$ cat config.mk
export PLATFORM = sky130hd
export DESIGN_NAME = ddr2_init_seq
export DESIGN_NICKNAME = d
export VERILOG_FILES = /design/src/rtl/ddr2_init_pkg.sv /design/src/rtl/ddr2_wait_timer.sv /design/src/rtl/ddr2_cmd_builder.sv /design/src/rtl/ddr2_init_seq.sv
export SDC_FILE = /design/constraint.sdc
export NUM_CORES = 1
export LEC_CHECK = 0
export ABC_CLOCK_PERIOD_IN_PS = 2140
export BUFFER_PORTS_ARGS = -buffer_cell sky130_fd_sc_hd__buf_2
export CORE_MARGIN = 1
export CORE_UTILIZATION = 50
export CTS_CLUSTER_DIAMETER = 200
export DETAILED_ROUTE_END_ITERATION = 8
export HOLD_SLACK_MARGIN = 0.1
export PLACE_DENSITY_LB_ADDON = 0.12
export SYNTH_ARGS = -nofsm -noshare
export SYNTH_HDL_FRONTEND = slang
export SYNTH_SLANG_ARGS = --single-unit
export TNS_END_PERCENT = 10
$ cat constraint.sdc
create_clock -name clk -period 2.14 [get_ports clk]
set_input_delay 0 -clock clk [delete_from_list [all_inputs] [get_ports clk]]
set_output_delay 0 -clock clk [all_outputs]
set_load 0.02 [all_outputs]
$ cat src/rtl/ddr2_init_pkg.sv
package ddr2_init_pkg;

    typedef enum logic [3:0] {
        ST_IDLE,
        ST_DLL_ON,
        ST_DLL_START,
        ST_LOCK_WAIT,
        ST_PWRUP,
        ST_ISSUE,
        ST_SETTLE,
        ST_BUSY,
        ST_GAP,
        ST_DONE
    } seq_state_t;

    typedef enum logic [1:0] {
        GAP_NONE,
        GAP_US,
        GAP_REF
    } gap_kind_t;

    localparam int unsigned NUM_STEPS = 13;

    // PHY DLL programming fields
    localparam logic [7:0] DLL_POINT   = 8'h28;
    localparam logic [7:0] DLL_STEP    = 8'h28;
    localparam int unsigned DLL_EN_BIT = 17;
    localparam int unsigned DLL_GO_BIT = 16;

    // command opcodes, bits [31:28]
    localparam logic [3:0] OP_WAKE    = 4'h1;
    localparam logic [3:0] OP_NOP     = 4'h2;
    localparam logic [3:0] OP_PREALL  = 4'h3;
    localparam logic [3:0] OP_REFRESH = 4'h4;
    localparam logic [3:0] OP_LOADREG = 4'h8;

    // load-register targets, bits [23:20]
    localparam logic [3:0] TGT_MR   = 4'h2;
    localparam logic [3:0] TGT_EMR1 = 4'h3;
    localparam logic [3:0] TGT_EMR2 = 4'h4;
    localparam logic [3:0] TGT_EMR3 = 4'h5;

    // register payload bits
    localparam logic [15:0] MR_BURST8    = 16'h0003;
    localparam logic [15:0] MR_DLL_RESET = 16'h0100;
    localparam logic [15:0] EMR1_ODT75   = 16'h0004;
    localparam logic [15:0] EMR1_WEAKDRV = 16'h0002;
    localparam logic [15:0] EMR1_DLL_EN  = 16'h0000;
    localparam logic [15:0] EMR1_OCD_DEF = 16'h0380;
    localparam logic [15:0] EMR1_OCD_EXT = 16'h0000;

    function automatic logic [31:0] plain_cmd(input logic [3:0] op);
        return {op, 28'h0};
    endfunction

    function automatic logic [31:0] load_cmd(input logic [3:0] tgt, input logic [15:0] pay);
        return {OP_LOADREG, 4'h0, tgt, 4'h0, pay};
    endfunction

    function automatic logic [31:0] phy_word(input logic go);
        logic [31:0] w;
        w = {16'h0, DLL_STEP, DLL_POINT};
        w[DLL_EN_BIT] = 1'b1;
        w[DLL_GO_BIT] = go;
        return w;
    endfunction

endpackage

$ cat src/rtl/ddr2_wait_timer.sv
module ddr2_wait_timer #(
    parameter int unsigned CNT_W = 8
) (
    input  logic             clk,
    input  logic             rst_n,
    input  logic             load,
    input  logic [CNT_W-1:0] load_val,
    output logic             expired
);

    logic [CNT_W-1:0] cnt_q;

    always_ff @(posedge clk) begin
        if (!rst_n) begin
            cnt_q <= '0;
        end else if (load) begin
            cnt_q <= load_val;
        end else if (cnt_q != '0) begin
            cnt_q <= cnt_q - 1'b1;
        end
    end

    assign expired = (cnt_q == '0);

    // a wait counts down one per cycle
    p_tick_down_r4: assert property (@(posedge clk) disable iff (!rst_n)
        (!load && cnt_q != '0) |=> (cnt_q == $past(cnt_q) - 1'b1));

    // a load takes the requested length
    p_load_take_r9: assert property (@(posedge clk) disable iff (!rst_n)
        load |=> (cnt_q == $past(load_val)));

endmodule

$ cat src/rtl/ddr2_cmd_builder.sv
module ddr2_cmd_builder
    import ddr2_init_pkg::*;
#(
    parameter int unsigned STEP_W = 4
) (
    input  logic [STEP_W-1:0] step,
    input  logic [2:0]        cas_lat,
    input  logic [3:0]        wr_rec,
    output logic [31:0]       word,
    output gap_kind_t         gap,
    output logic              last
);

    logic [3:0]  wr_less1;
    logic [15:0] mr_pay;
    logic [15:0] emr1_pay;

    always_comb begin
        wr_less1 = wr_rec - 4'd1;
        mr_pay   = MR_BURST8 | {9'h0, cas_lat, 4'h0} | {4'h0, wr_less1[2:0], 9'h0};
        emr1_pay = EMR1_ODT75 | EMR1_WEAKDRV | EMR1_DLL_EN;
    end

    always_comb begin
        word = plain_cmd(OP_NOP);
        gap  = GAP_NONE;
        last = 1'b0;
        case (step)
            4'd0:  word = plain_cmd(OP_WAKE);
            4'd1:  word = plain_cmd(OP_NOP);
            4'd2:  word = plain_cmd(OP_PREALL);
            4'd3:  word = load_cmd(TGT_EMR2, 16'h0);
            4'd4:  word = load_cmd(TGT_EMR3, 16'h0);
            4'd5:  begin word = load_cmd(TGT_EMR1, emr1_pay);              gap = GAP_US;  end
            4'd6:  begin word = load_cmd(TGT_MR, mr_pay | MR_DLL_RESET);   gap = GAP_US;  end
            4'd7:  begin word = plain_cmd(OP_PREALL);                      gap = GAP_US;  end
            4'd8:  begin word = plain_cmd(OP_REFRESH);                     gap = GAP_REF; end
            4'd9:  begin word = plain_cmd(OP_REFRESH);                     gap = GAP_REF; end
            4'd10: begin word = load_cmd(TGT_MR, mr_pay);                  gap = GAP_US;  end
            4'd11: word = load_cmd(TGT_EMR1, emr1_pay | EMR1_OCD_DEF);
            4'd12: begin word = load_cmd(TGT_EMR1, emr1_pay | EMR1_OCD_EXT); last = 1'b1; end
            default: begin word = plain_cmd(OP_NOP); last = 1'b1; end
        endcase
    end

endmodule

$ cat src/rtl/ddr2_init_seq.sv
module ddr2_init_seq
    import ddr2_init_pkg::*;
#(
    parameter int unsigned CLK_MHZ     = 400,
    parameter int unsigned PWRUP_US    = 200,
    parameter int unsigned GAP_US      = 1,
    parameter int unsigned REF_MIN_CYC = 8
) (
    input  logic        clk,
    input  logic        rst_n,
    input  logic [2:0]  cas_lat,
    input  logic [3:0]  wr_rec,
    input  logic [1:0]  phy_lock,
    output logic        phy_cfg_valid,
    output logic [31:0] phy_cfg_word,
    output logic        cmd_valid,
    output logic [31:0] cmd_word,
    input  logic        cmd_busy,
    output logic        done
);

    localparam int unsigned PWRUP_CYC = PWRUP_US * CLK_MHZ;
    localparam int unsigned US_CYC    = GAP_US * CLK_MHZ;
    localparam int unsigned REF_CYC   = (REF_MIN_CYC > US_CYC) ? REF_MIN_CYC : US_CYC;
    localparam int unsigned MAX_CYC   = (PWRUP_CYC > REF_CYC) ? PWRUP_CYC : REF_CYC;
    localparam int unsigned CNT_W     = $clog2(MAX_CYC + 1);
    localparam int unsigned STEP_W    = $clog2(NUM_STEPS);
    localparam logic [CNT_W-1:0] PWRUP_LOAD = CNT_W'(PWRUP_CYC - 1);
    localparam logic [CNT_W-1:0] US_LOAD    = CNT_W'(US_CYC - 1);
    localparam logic [CNT_W-1:0] REF_LOAD   = CNT_W'(REF_CYC - 1);

    seq_state_t        state_q, state_d;
    logic [STEP_W-1:0] step_q, step_d;
    logic              tmr_load;
    logic [CNT_W-1:0]  tmr_val;
    logic              tmr_expired;
    logic [31:0]       step_word;
    gap_kind_t         step_gap;
    logic              step_last;
    logic              both_locked;

    assign both_locked = &phy_lock;

    ddr2_cmd_builder #(.STEP_W(STEP_W)) u_builder (
        .step    (step_q),
        .cas_lat (cas_lat),
        .wr_rec  (wr_rec),
        .word    (step_word),
        .gap     (step_gap),
        .last    (step_last)
    );

    ddr2_wait_timer #(.CNT_W(CNT_W)) u_timer (
        .clk      (clk),
        .rst_n    (rst_n),
        .load     (tmr_load),
        .load_val (tmr_val),
        .expired  (tmr_expired)
    );

    // state register
    always_ff @(posedge clk) begin
        if (!rst_n) begin
            state_q <= ST_IDLE;
            step_q  <= '0;
        end else begin
            state_q <= state_d;
            step_q  <= step_d;
        end
    end

    // next state and timer control
    always_comb begin
        state_d  = state_q;
        step_d   = step_q;
        tmr_load = 1'b0;
        tmr_val  = '0;
        unique case (state_q)
            ST_IDLE:      state_d = ST_DLL_ON;
            ST_DLL_ON:    state_d = ST_DLL_START;
            ST_DLL_START: state_d = ST_LOCK_WAIT;
            ST_LOCK_WAIT: begin
                if (both_locked) begin
                    state_d  = ST_PWRUP;
                    tmr_load = 1'b1;
                    tmr_val  = PWRUP_LOAD;
                end
            end
            ST_PWRUP: begin
                if (tmr_expired) state_d = ST_ISSUE;
            end
            ST_ISSUE:     state_d = ST_SETTLE;
            ST_SETTLE:    state_d = ST_BUSY;
            ST_BUSY: begin
                if (!cmd_busy) begin
                    if (step_last) begin
                        state_d = ST_DONE;
                    end else if (step_gap == GAP_NONE) begin
                        state_d = ST_ISSUE;
                        step_d  = step_q + 1'b1;
                    end else begin
                        state_d  = ST_GAP;
                        tmr_load = 1'b1;
                        tmr_val  = (step_gap == GAP_REF) ? REF_LOAD : US_LOAD;
                    end
                end
            end
            ST_GAP: begin
                if (tmr_expired) begin
                    state_d = ST_ISSUE;
                    step_d  = step_q + 1'b1;
                end
            end
            ST_DONE:      state_d = ST_DONE;
            default:      state_d = ST_IDLE;
        endcase
    end

    // outputs
    always_comb begin
        phy_cfg_valid = 1'b0;
        phy_cfg_word  = '0;
        cmd_valid     = 1'b0;
        cmd_word      = '0;
        done          = 1'b0;
        unique case (state_q)
            ST_DLL_ON: begin
                phy_cfg_valid = 1'b1;
                phy_cfg_word  = phy_word(1'b0);
            end
            ST_DLL_START: begin
                phy_cfg_valid = 1'b1;
                phy_cfg_word  = phy_word(1'b1);
            end
            ST_ISSUE: begin
                cmd_valid = 1'b1;
                cmd_word  = step_word;
            end
            ST_DONE:  done = 1'b1;
            default:  ;
        endcase
    end

    // the DLL start write follows the enable write directly
    p_phy_pair_r2: assert property (@(posedge clk) disable iff (!rst_n)
        (phy_cfg_valid && !phy_cfg_word[DLL_GO_BIT]) |=> (phy_cfg_valid && phy_cfg_word[DLL_GO_BIT]));

    // without both lock bits the lock wait holds
    p_lock_gate_r3: assert property (@(posedge clk) disable iff (!rst_n)
        (state_q == ST_LOCK_WAIT && !both_locked) |=> (state_q == ST_LOCK_WAIT && !cmd_valid));

    // strobe is one cycle, then a cycle in which busy is not looked at
    p_cmd_pulse_r8: assert property (@(posedge clk) disable iff (!rst_n)
        cmd_valid |=> (!cmd_valid ##1 !cmd_valid));

    // busy high holds the next command back
    p_busy_hold_r8: assert property (@(posedge clk) disable iff (!rst_n)
        (state_q == ST_BUSY && cmd_busy) |=> (!cmd_valid && !done));

    // no strobe during a running gap
    p_gap_quiet_r10: assert property (@(posedge clk) disable iff (!rst_n)
        (state_q == ST_GAP && !tmr_expired) |=> !cmd_valid);

    // done is sticky and silent
    p_done_sticky_r11: assert property (@(posedge clk) disable iff (!rst_n)
        done |=> (done && !cmd_valid && !phy_cfg_valid));

    // reset keeps every output quiet
    always_comb begin
        if (!rst_n && state_q == ST_IDLE) begin
            a_reset_quiet_r1: assert (!phy_cfg_valid && !cmd_valid && !done);
        end
    end

endmodule

==> metrics.md, run 1 <==
| Metric | Value |
|---|---|
| Status | finished clean |
| Hold Crit Class | in2reg |
| Crit path max-delay family | simple AND/OR/NAND/NOR gates |
| Lkg Pwr | approximately 1.1 nW |
| Sw Ratio | around 46% |
| Final Power | 2.547 mW |
| Fmax | approximately 500 MHz |
| Clock Power Share | 11.4% |
| Pint | ~1.4 mW |
| DRT Pass-1 Iters | 4 |
| VDD IR-drop max | 0.0009080 V |
| Max-slew violations | 0 |
| Routed length per instance | roughly 11 µm |
| Port Buf Inserts | 37 |
| Clock transition at the registers of the reported paths | approximately 0.1 ns |
| Bufs and invs on worst path | 3 |
| DRC viols | 0 |
| Clock skew | about 0.016 ns |
| Post-Synthesis Cells | roughly 290 |
| Antenna violations before repair | 0 |
| EDFF count, synth | 0 |
| Reg power frac | 31.6% |
| Post-synthesis cell type count | 52 |
| Ratio of cells with drive above 1 in the final layout | roughly 22% |
| Dpl ws | between 0.1 and 0.15 ns |
| Final period util | 93.31% |
| Startpoint class of the critical path | register |
| Grt total ovfl | 0 |
| RePlAce Congestion | ~0.82 |
| Layout area overhead | 7.533% |
| Most used cell along the critical path | inv_2 |
| Core Box Area | a little over 4000 µm² |
| HPWL after detailed placement | roughly 3.2 mm |
| H-Tree Depth | 1 |
| Sequential fraction of the synthesis area | a little under a quarter |
| Combinational share of power | between 50% and 60% |
| Total die area | approximately 4600 µm² |
| Drt via density | a little over 5 |
| Starting DRT DRC Count | around 140 |
| Num CTS Buffers | 3 |
| Layout Nets | 337 |
| Synth Flop Type | dfxtp_1 |
| Largest net degree at the start of global routing | 24 |
| Cts hold-fix bufs | 0 |
| Psw | between 1 and 1.5 mW |
| Crit path DAT | around 2.0 ns |
| Vias in the first global route | 1546 |
| First-pass GRT wire length | 6.679 mm |
| CP max-delay cell | dfxtp_2 |
| Die Y | around 68 µm |
| Power Density | between 1000 and 1500 nW/µm² |
| Hold_ws | 0.1296 ns |
| Worst-Skew Late Latency | about 0.28 ns |
| Routed Antenna Nets | 0 |
| CP Class | reg2out |
| Post-synthesis async set-or-reset flop share | 0% |
| GR Util All Layers | a little under a fifth |
| Syn_area_per_cell | around 7.6 µm² |
| FP Rows | 23 |
| Final-report setup violation count | 0 |
| Die Wd | about 68 µm |
| Yosys Warn Count | 0 |
| Worst EP required | between 2 and 2.5 ns |
| Final hold viol count | 0 |
| Mapped cell area | between 2000 and 2500 µm² |
| Max-Cap Viols | 0 |
| Crit path max fanout | 9 |
| CTS Root Cell | clkbuf_8 |
| Starting Density | 53.25% |
| Flops & latches, synth | 25 |
| Number of diodes | 0 |
| Setup TNS | 0 ns |
| Critical path cell sequence | inv_2, ha_4, nor2_1, a21boi_1, o21ai_1, or2_2, inv_2, and2_1, buf_2 |
| CTS Buffer Depth | 2 |
| Minimum clock period | approximately 2 ns |
| Clock sink total | 25 |
| Final worst-path setup slack | 0.1431 ns |
| Final wirelength | between 4 and 5 mm |
| Ports | 79 |
| CTS tree | built |
| Via count | ~1900 |
| Crit end category | output port |
| Slowest stage delay, CP | 0.37 ns |
[synth_stat cells, types with 2 or more instances]
cell type	count	share of area, %
nand3b_1	2	0.69
nor3_1	12	2.8
buf_2	4	0.92
a31oi_1	3	0.86
o31a_1	3	1.2
clkbuf_1	7	1.2
xnor2_1	7	2.8
o21a_1	3	1.0
a211oi_1	2	0.69
o22ai_1	3	0.86
inv_1	14	2.4
and2_1	7	2.0
buf_4	46	16
a21oi_1	5	1.1
nand4b_1	2	0.81
nand2b_1	2	0.57
mux2i_1	4	1.8
nand3_1	9	2.1
and3_1	2	0.57
nor4_4	2	2.0
nor2b_1	7	2.0
nor4_1	3	0.86
nor4b_1	3	1.2
or2_2	3	0.86
xor2_1	10	4.0
dfxtp_1	25	23
nand2_1	19	3.3
o21ai_0	20	4.6
nand4_1	4	1.1
or3_1	2	0.57
nor2_1	23	4.0
ha_1	7	4.0
[metrics by stage]
step / instances / instance area [µm²] / utilization (%)
finish: 367 / 2340 / 57.26
global route: 367 / 2340 / 57.26
CTS: 366 / 2295 / 56.15
detailed placement: 362 / 2241 / 54.84
global placement: 362 / 2241 / 54.84
floorplan: 324 / 2322 / -
[routing by layer]
layer  GRT usage [%]  up-vias  share of wire (%)
li1                -      959                  -
met1           24.12      835                 47
met2           31.86       68                 47
met3           2.167        3                5.3
met4           5.990        0               0.73
met5               0        -                  0
[logic make-up (layout without fill, tap and decap cells)]
logic type	Yosys count	count (layout)	synth area share [%]
AOI/OAI and AO/OA	51	51	15.64
buffers and inverters	72	65	20.64
and+or+nand+nor	108	108	27.83
adders and majority gates	7	7	4.025
muxes	4	4	1.840
xor gates and xnor gates	17	17	6.843
other	1	40	0.1723
DFF	25	25	23.00
[final timing paths]
kind | start | to | slack, ns | depth (start not counted)
min | cmd_busy | state_q[2] | 0.13 | 5
min reg2reg | step_q[1] | step_q[1] | 0.54 | 2
max reg2reg | step_q[0] | u_timer.cnt_q[2] | 0.25 | 6
max | step_q[0] | cmd_word[6] | 0.14 | 9
[worst min-delay path, stage by stage]
cell and delay [ns]:
buf_2 0.09, nand3_1 0.07, nand2_1 0.06, a32oi_1 0.05
o22ai_1 0.10
[cell usage in the layout, fill, tap and decap left out, types with 2 or more instances in the layout]
cell type and n:
nor4b_1 3, xnor2_1 7, inv_1 11, and3_1 2
ha_1 4, nor3_1 12, nand2_1 19, o22ai_1 3
inv_2 3, mux2i_1 4, nor2b_1 7, nand3b_1 2
clkbuf_8 3, nand3_1 9, nor2_1 23, buf_2 37
nor4_1 3, o31a_1 3, o21a_1 3, or2_2 3
nand4b_1 2, a31oi_1 3, ha_4 3, dfxtp_1 21
and2_1 7, a211oi_1 2, dfxtp_2 4, a21oi_1 5
nor4_4 2, xor2_1 10, nand2b_1 2, buf_4 10
o21ai_0 20, conb_1 40, or3_1 2, nand4_1 4
[cell type report]
cell class	instances	area, µm²
Fill cell	410	1747
Multi-Input combinational cell	227	1410
Sequential cell	25	505.5
Timing Repair Buffer	47	260.3
Tap cell	50	62.56
Inverter	14	52.55
Clock buffer	3	41.29
Clock inverter	1	7.507
[power by group through the flow]
stage / clock [mW] / combinational (mW) / sequential, mW
after detailed placement: 0 / 1.45 / 0.811
after global placement: 0 / 1.44 / 0.809
after CTS: 0.299 / 1.46 / 0.802
after global routing: 0.324 / 1.64 / 0.829
final: 0.289 / 1.45 / 0.804
after floorplan: 0 / 1.30 / 0.763
[registers in the layout, indices dropped and copies added (netlist names)]
signal / count
state_q: 4
u_timer.cnt_q: 17
step_q: 4
[repair_timing]
action / 4_1_cts / 5_1_grt
buffers inserted: 0 / 1
setup endpoints to repair: 4 / 7
pin swaps: 0 / 1
gates resized for setup: 3 / 11
(Power assumes the default switching activity.)
==> run 2, diff against run 1 <==
--- a/config.mk
+++ b/config.mk
@@ -11,6 +11,7 @@
 export CORE_UTILIZATION = 50
 export CTS_CLUSTER_DIAMETER = 200
 export DETAILED_ROUTE_END_ITERATION = 8
+export GPL_TIMING_DRIVEN = 0
 export HOLD_SLACK_MARGIN = 0.1
 export PLACE_DENSITY_LB_ADDON = 0.12
 export SYNTH_ARGS = -nofsm -noshare
==> run 2 against run 1 <==
Global-route usage grew 1.7 points. Flip-flop and latch count is the same. Clock skew shrank 0.012 ns. Wire length grew 12%. Final area grew 15%. Highest routed layer unchanged.
==> metrics.md, run 2 (same netlist as run 1, synthesis figures left out) <==
| Metric | Value |
|---|---|
| Antenna violations before repair | 0 |
| GR Util All Layers | about a fifth |
| Minimum clock period | roughly 2.0 ns |
| Worst-Skew Late Latency | around 0.27 ns |
| Grt total ovfl | 0 |
| Core Box Area | ~4000 µm² |
| Crit path DAT | about 2 ns |
| Flip-flop count of the largest register after layout | 17 |
| Slew margin rel. | around 65% |
| Port Buf Inserts | 37 |
| Fmax | roughly 500 MHz |
| Regs by FF count | u_timer.cnt_q x17, state_q x4, step_q x4 |
| Vias in the first global route | roughly 1700 |
| Dpl ws | -0.005368 ns |
| Num CTS Buffers | 3 |
| Layout Nets | approximately 390 |
| Die Y | between 60 and 70 µm |
| Startpoint class of the critical path | register |
| Final-report setup violation count | 0 |
| First-pass GRT wire length | about 7.3 mm |
| Hold Crit Class | in2reg |
| CTS Buffer Depth | 2 |
| FP Rows | 23 |
| Post-Layout Cell Count | around 420 |
| Dpl cells | about 410 |
| Clock transition at the registers of the reported paths | 0.08 ns |
| Setup TNS | 0 ns |
| Status | finished clean |
| Crit path max fanout | 9 |
| Clock skew | 0.003486 ns |
| Power Density | roughly 980 nW/µm² |
| Worst reg2reg setup slack | approximately 0.17 ns |
| CP Class | reg2out |
| CTS Root Cell | clkbuf_8 |
| DRC viols | 0 |
| Die Wd | ~68 µm |
| Total die area | 4619 µm² |
| Ports | 79 |
| CTS tree | built |
| Drt via density | ~5 |
| Number of diodes | 0 |
| Max-slew violations | 0 |
| Final hold viol count | 0 |
| Largest net degree at the start of global routing | 14 |
| Multi-input combinational cell area | about 1400 µm² |
| Lkg Pwr | between 1 and 1.5 nW |
| Top reg by flops | u_timer.cnt_q |
| Routed Antenna Nets | 0 |
| Fillcell total | 389 |
| Crit end category | output port |
| Final period util | around 93% |
| Most frequent cells in the layout | 49 x buf_4, 40 x buf_2, 40 x conb_1 |
| Final wirelength | between 4 and 5 mm |
| Max-Cap Viols | 0 |
| Final worst-path setup slack | ~0.15 ns |
| Ratio of cells with drive above 1 in the final layout | 29.97% |
| VDD IR-drop max | approximately 0.00075 V |
| Worst EP required | approximately 2.1 ns |
| Starting Density | between 50% and 60% |
| FF+latch area | roughly 500 µm² |
| Routed length per instance | between 10 and 15 µm |
| RSZ-0062 raised after global routing | no |
| Layout area overhead | 23.63% |
| H-Tree Depth | 1 |
| DRT Pass-1 Iters | 4 |
| Leading cell type in the layout, fill and taps excluded | buf_4 |
| Clock sink total | 25 |
| Via count | a little over 2000 |
| RePlAce Congestion | approximately 0.87 |
| Starting DRT DRC Count | between 150 and 200 |
| HPWL after detailed placement | between 3 and 4 mm |
| Worst slew pin tran | 0.5282 ns |
==> run 2: cell count changes in the layout (fill, tap and decap cells not counted), sizes merged <==
cell and delta:
buf +43, clkbuf +7, clkinvlp -1, dlygate4sd3 +1
==> run 2: worst paths after layout <==
kind / end / start / cells after the start
worst max register to register: u_timer.cnt_q[3] / step_q[0] / 7
worst min register to register: step_q[1] / step_q[1] / 2
worst max-delay path: cmd_word[4] / step_q[0] / 10
worst min-delay path: state_q[2] / cmd_busy / 5
==> run 2: through the flow <==
stage | hold WS [ns] | util (%) | total power, mW | instance area (µm²)
global placement | 0.2908 | 62.89 | 2.341 | 2570
global route | 0.1556 | 65.83 | 2.882 | 2690
floorplan | 0.1326 | - | 2.063 | 2322
detailed placement | 0.2943 | 62.89 | 2.360 | 2570
CTS | 0.1448 | 64.64 | 2.650 | 2641
finish | 0.1510 | 65.83 | 2.647 | 2690
==> run 2: final cells by class <==
| type | instances | area share, % |
|---|---|---|
| tap | 50 | 2.326 |
| timing repair buffer | 40 | 7.907 |
| multi-input combinational | 227 | 52.56 |
| inverter | 14 | 1.953 |
| buffer | 57 | 14.84 |
| clock buffer | 4 | 1.674 |
| sequential | 25 | 18.74 |
==> run 2: report_power, final <==
| part | switching (mW) | leakage [nW] | internal, mW |
|---|---|---|---|
| combinational | 0.869 | 1.09 | 0.708 |
| sequential | 0.183 | 0.206 | 0.611 |
| clock | 0.143 | 0.0228 | 0.133 |
| total | 1.19 | 1.31 | 1.45 |
==> run 2: repair_timing <==
| action | in CTS | in global routing |
|---|---|---|
| pin swaps | 0 | 2 |
| hold endpoints to repair | 1 | 0 |
| hold buffers | 1 | 0 |
| setup endpoints to repair | 14 | 26 |
| gates resized for setup | 7 | 10 |
| setup buffers | 0 | 2 |
==> run 2: routing by layer <==
layer | GRT usage (%) | share of wire (%) | vias up | routed length (µm)
met5 | 0 | 0 | - | 0
met4 | 7.292 | 1.1 | 0 | 50
met3 | 2.000 | 6.4 | 6 | 293
met2 | 36.03 | 48 | 75 | 2214
met1 | 25.38 | 44 | 887 | 2049
li1 | - | - | 1058 | -
==> run 2: critical path, stage by stage (launching register included) <==
cell	delay, ns
dfxtp_4	0.38
inv_2	0.08
ha_1	0.16
buf_6	0.14
nor2_2	0.05
a21boi_2	0.19
o21ai_2	0.09
or2_4	0.27
inv_1	0.09
and2_1	0.12
buf_2	0.15
==> run 3, diff against run 2 <==
--- a/config.mk
+++ b/config.mk
@@ -14,7 +14,8 @@
 export GPL_TIMING_DRIVEN = 0
 export HOLD_SLACK_MARGIN = 0.1
 export PLACE_DENSITY_LB_ADDON = 0.12
+export REMOVE_ABC_BUFFERS = 1
 export SYNTH_ARGS = -nofsm -noshare
 export SYNTH_HDL_FRONTEND = slang
 export SYNTH_SLANG_ARGS = --single-unit
-export TNS_END_PERCENT = 10
+export TNS_END_PERCENT = 5
==> run 3 against run 2 <==
Non-clock buffer count fell by 56. Wire length fell by 9.5%. Largest power group unchanged. Final cell count fell by 13%. First-iteration DRC count rose by 5.1%. Combinational power fell by 10%. Via count fell by 8.3%. Clock-buffer cell count fell by 1.
==> metrics.md, run 3 (same netlist as run 1, synthesis figures left out) <==
| Metric | Value |
|---|---|
| Status | finished clean |
| Minimum clock period | 2.023 ns |
| Final Power | around 2.5 mW |
| Ratio of cells with drive above 1 in the final layout | 22.51% |
| Final-report setup violation count | 0 |
| Reg2Reg Capture Point | step_q[3] |
| Top reg by flops | u_timer.cnt_q |
| Drt via density | around 5 |
| Worst Setup EP | cmd_word[5] |
| Final hold viol count | 0 |
| Reg power frac | roughly 33% |
| Top Metal Used | met4 |
| Crit path max fanout | 7 |
| Clock sink total | 25 |
| Slowest stage delay, CP | between 0.3 and 0.4 ns |
| Metal2 WL | between 1.5 and 2 mm |
| Lkg Pwr | just over 1 nW |
| Max-Cap Viols | 0 |
| Port Buf Inserts | 37 |
| RSZ-0062 raised after global routing | no |
| CTS Buffer Depth | 2 |
| Ports | 79 |
| Clock transition at the registers of the reported paths | about 0.09 ns |
| Num CTS Buffers | 3 |
| Dpl cells | around 350 |
| Starting DRT DRC Count | 166 |
| Final worst-path setup slack | approximately 0.12 ns |
| CTS Root Cell | clkbuf_8 |
| Startpoint class of the critical path | register |
| Vias in the first global route | between 1000 and 1500 |
| Layout area overhead | 6.728% |
| Critical path cell sequence | inv_2, ha_4, o21ai_0, a21boi_2, o21ai_2, or2_2, inv_1, and2_1, buf_2 |
| DP Area | between 2000 and 2500 µm² |
| Max-slew violations | 0 |
| First-pass GRT wire length | 6.886 mm |
| Final wirelength | 4.168 mm |
| FP Rows | 23 |
| Worst slew pin tran | 0.5234 ns |
| CP max-delay cell | dfxtp_2 |
| Cts hold-fix bufs | 0 |
| Regs by FF count | u_timer.cnt_q x17, state_q x4, step_q x4 |
| Worst EP required | 2.14 ns |
| RePlAce Congestion | 0.8557 |
| Die Y | between 60 and 70 µm |
| VDD IR-drop max | ~0.00069 V |
| DRC viols | 0 |
| Worst-Skew Late Latency | approximately 0.27 ns |
| HPWL after detailed placement | approximately 3.1 mm |
| Grt total ovfl | 0 |
| Leading cell type in the layout, fill and taps excluded | conb_1 |
| Fmax | 494.2 MHz |
| Routed Antenna Nets | 0 |
| Core Box Area | just over 4000 µm² |
| CP Class | reg2out |
| Die Wd | between 60 and 70 µm |
| Bufs and invs on worst path | 3 |
| Reg-to-Reg Start | step_q[0] |
| Sw Ratio | 46.52% |
| FF-to-FF path depth | 7 |
| CTS tree | built |
| Final period util | a little over nine tenths |
| Slew margin rel. | between 60 and 70% |
| DRT Pass-1 Iters | 4 |
| Antenna violations before repair | 0 |
| Fin util | around 57% |
| Clock Power Share | approximately 11% |
| Met1 wire length | between 2 and 2.5 mm |
| Hold_ws | 0.1552 ns |
| Total die area | between 4000 and 5000 µm² |
| Pint | between 1 and 1.5 mW |
| Dpl ws | 0.06544 ns |
| Most frequent cells in the layout | 40 x conb_1, 37 x buf_2, 23 x nor2_1 |
| Via count | around 1900 |
| Fillcell total | 412 |
| Crit path max-delay family | simple AND/OR/NAND/NOR gates |
| Combinational share of power | a little under three fifths |
| Power Density | about 1100 nW/µm² |
| WL met3 | roughly 200 µm |
| Crit path from | step_q[1] |
| Crit end category | output port |
| GR Util All Layers | 19.08% |
| Psw | between 1 and 1.5 mW |
| Setup TNS | 0 ns |
| Hold Crit Class | in2reg |
| Worst reg2reg setup slack | 0.22 ns |
| CP Depth | 9 |
| Post-Layout Cell Count | 361 |
| H-Tree Depth | 1 |
| Layout Nets | 331 |
| Flip-flop count of the largest register after layout | 17 |
| Starting Density | between 50 and 60% |
| Number of diodes | 0 |
| Clock skew | between 0.0015 and 0.002 ns |
| Final Cell Area | between 2000 and 2500 µm² |
| Routed length per instance | 11.55 µm |
| Crit path DAT | just over 2 ns |
| Largest net degree at the start of global routing | 24 |
-- run 3: changes by cell type in the layout (fill, tap and decap cells not counted), moves of 2 or more --
| cell | previous run | this run |
|---|---|---|
| dfxtp_1 | 24 | 18 |
| dfxtp_2 | 0 | 6 |
| clkbuf_1 | 7 | 0 |
| ha_4 | 1 | 3 |
| buf_2 | 40 | 37 |
| buf_4 | 49 | 4 |
-- run 3: how the worst min path moves through the flow --
stage / depth (start not counted) / to / slack (ns) / start
after floorplan: 1 / u_timer.cnt_q[0] / 0.12 / rst_n
final: 2 / state_q[0] / 0.16 / rst_n
after detailed placement: 3 / cmd_word[9] / 0.29 / wr_rec[0]
after global routing: 2 / u_timer.cnt_q[0] / 0.17 / rst_n
after CTS: 5 / state_q[2] / 0.13 / cmd_busy
after global placement: 3 / cmd_word[9] / 0.29 / wr_rec[0]
-- run 3: metal layers --
| layer | vias to the layer above | track usage (%) |
|---|---|---|
| met3 | 2 | 3.667 |
| met1 | 848 | 27.05 |
| met4 | 0 | 4.427 |
| li1 | 945 | - |
| met5 | - | 0 |
| met2 | 62 | 29.41 |
-- run 3: area by class of cell --
class,instances,area (µm²),area share [%]
repair buffers,41,215.2,9.267
flip-flops and latches,25,511.7,22.04
clock buffers,3,41.29,1.778
inverters,14,52.55,2.263
multi-input cells,227,1431,61.64
well taps,50,62.56,2.694
clock inverters,1,7.507,0.3233
-- run 3: power by group through the flow --
| stage | Sequential [mW] | Combinational [mW] | Clock [mW] |
|---|---|---|---|
| final | 0.839 | 1.42 | 0.282 |
| after global routing | 0.867 | 1.61 | 0.318 |
| after detailed placement | 0.838 | 1.35 | 0 |
| after CTS | 0.830 | 1.36 | 0.300 |
| after global placement | 0.837 | 1.33 | 0 |
| after floorplan | 0.791 | 1.08 | 0 |
-- run 3: repair_timing --
action | CTS | global route
gates resized for setup | 12 | 10
setup buffers | 0 | 4
setup endpoints to repair | 7 | 23
pin swaps | 1 | 2
cloned | 0 | 0
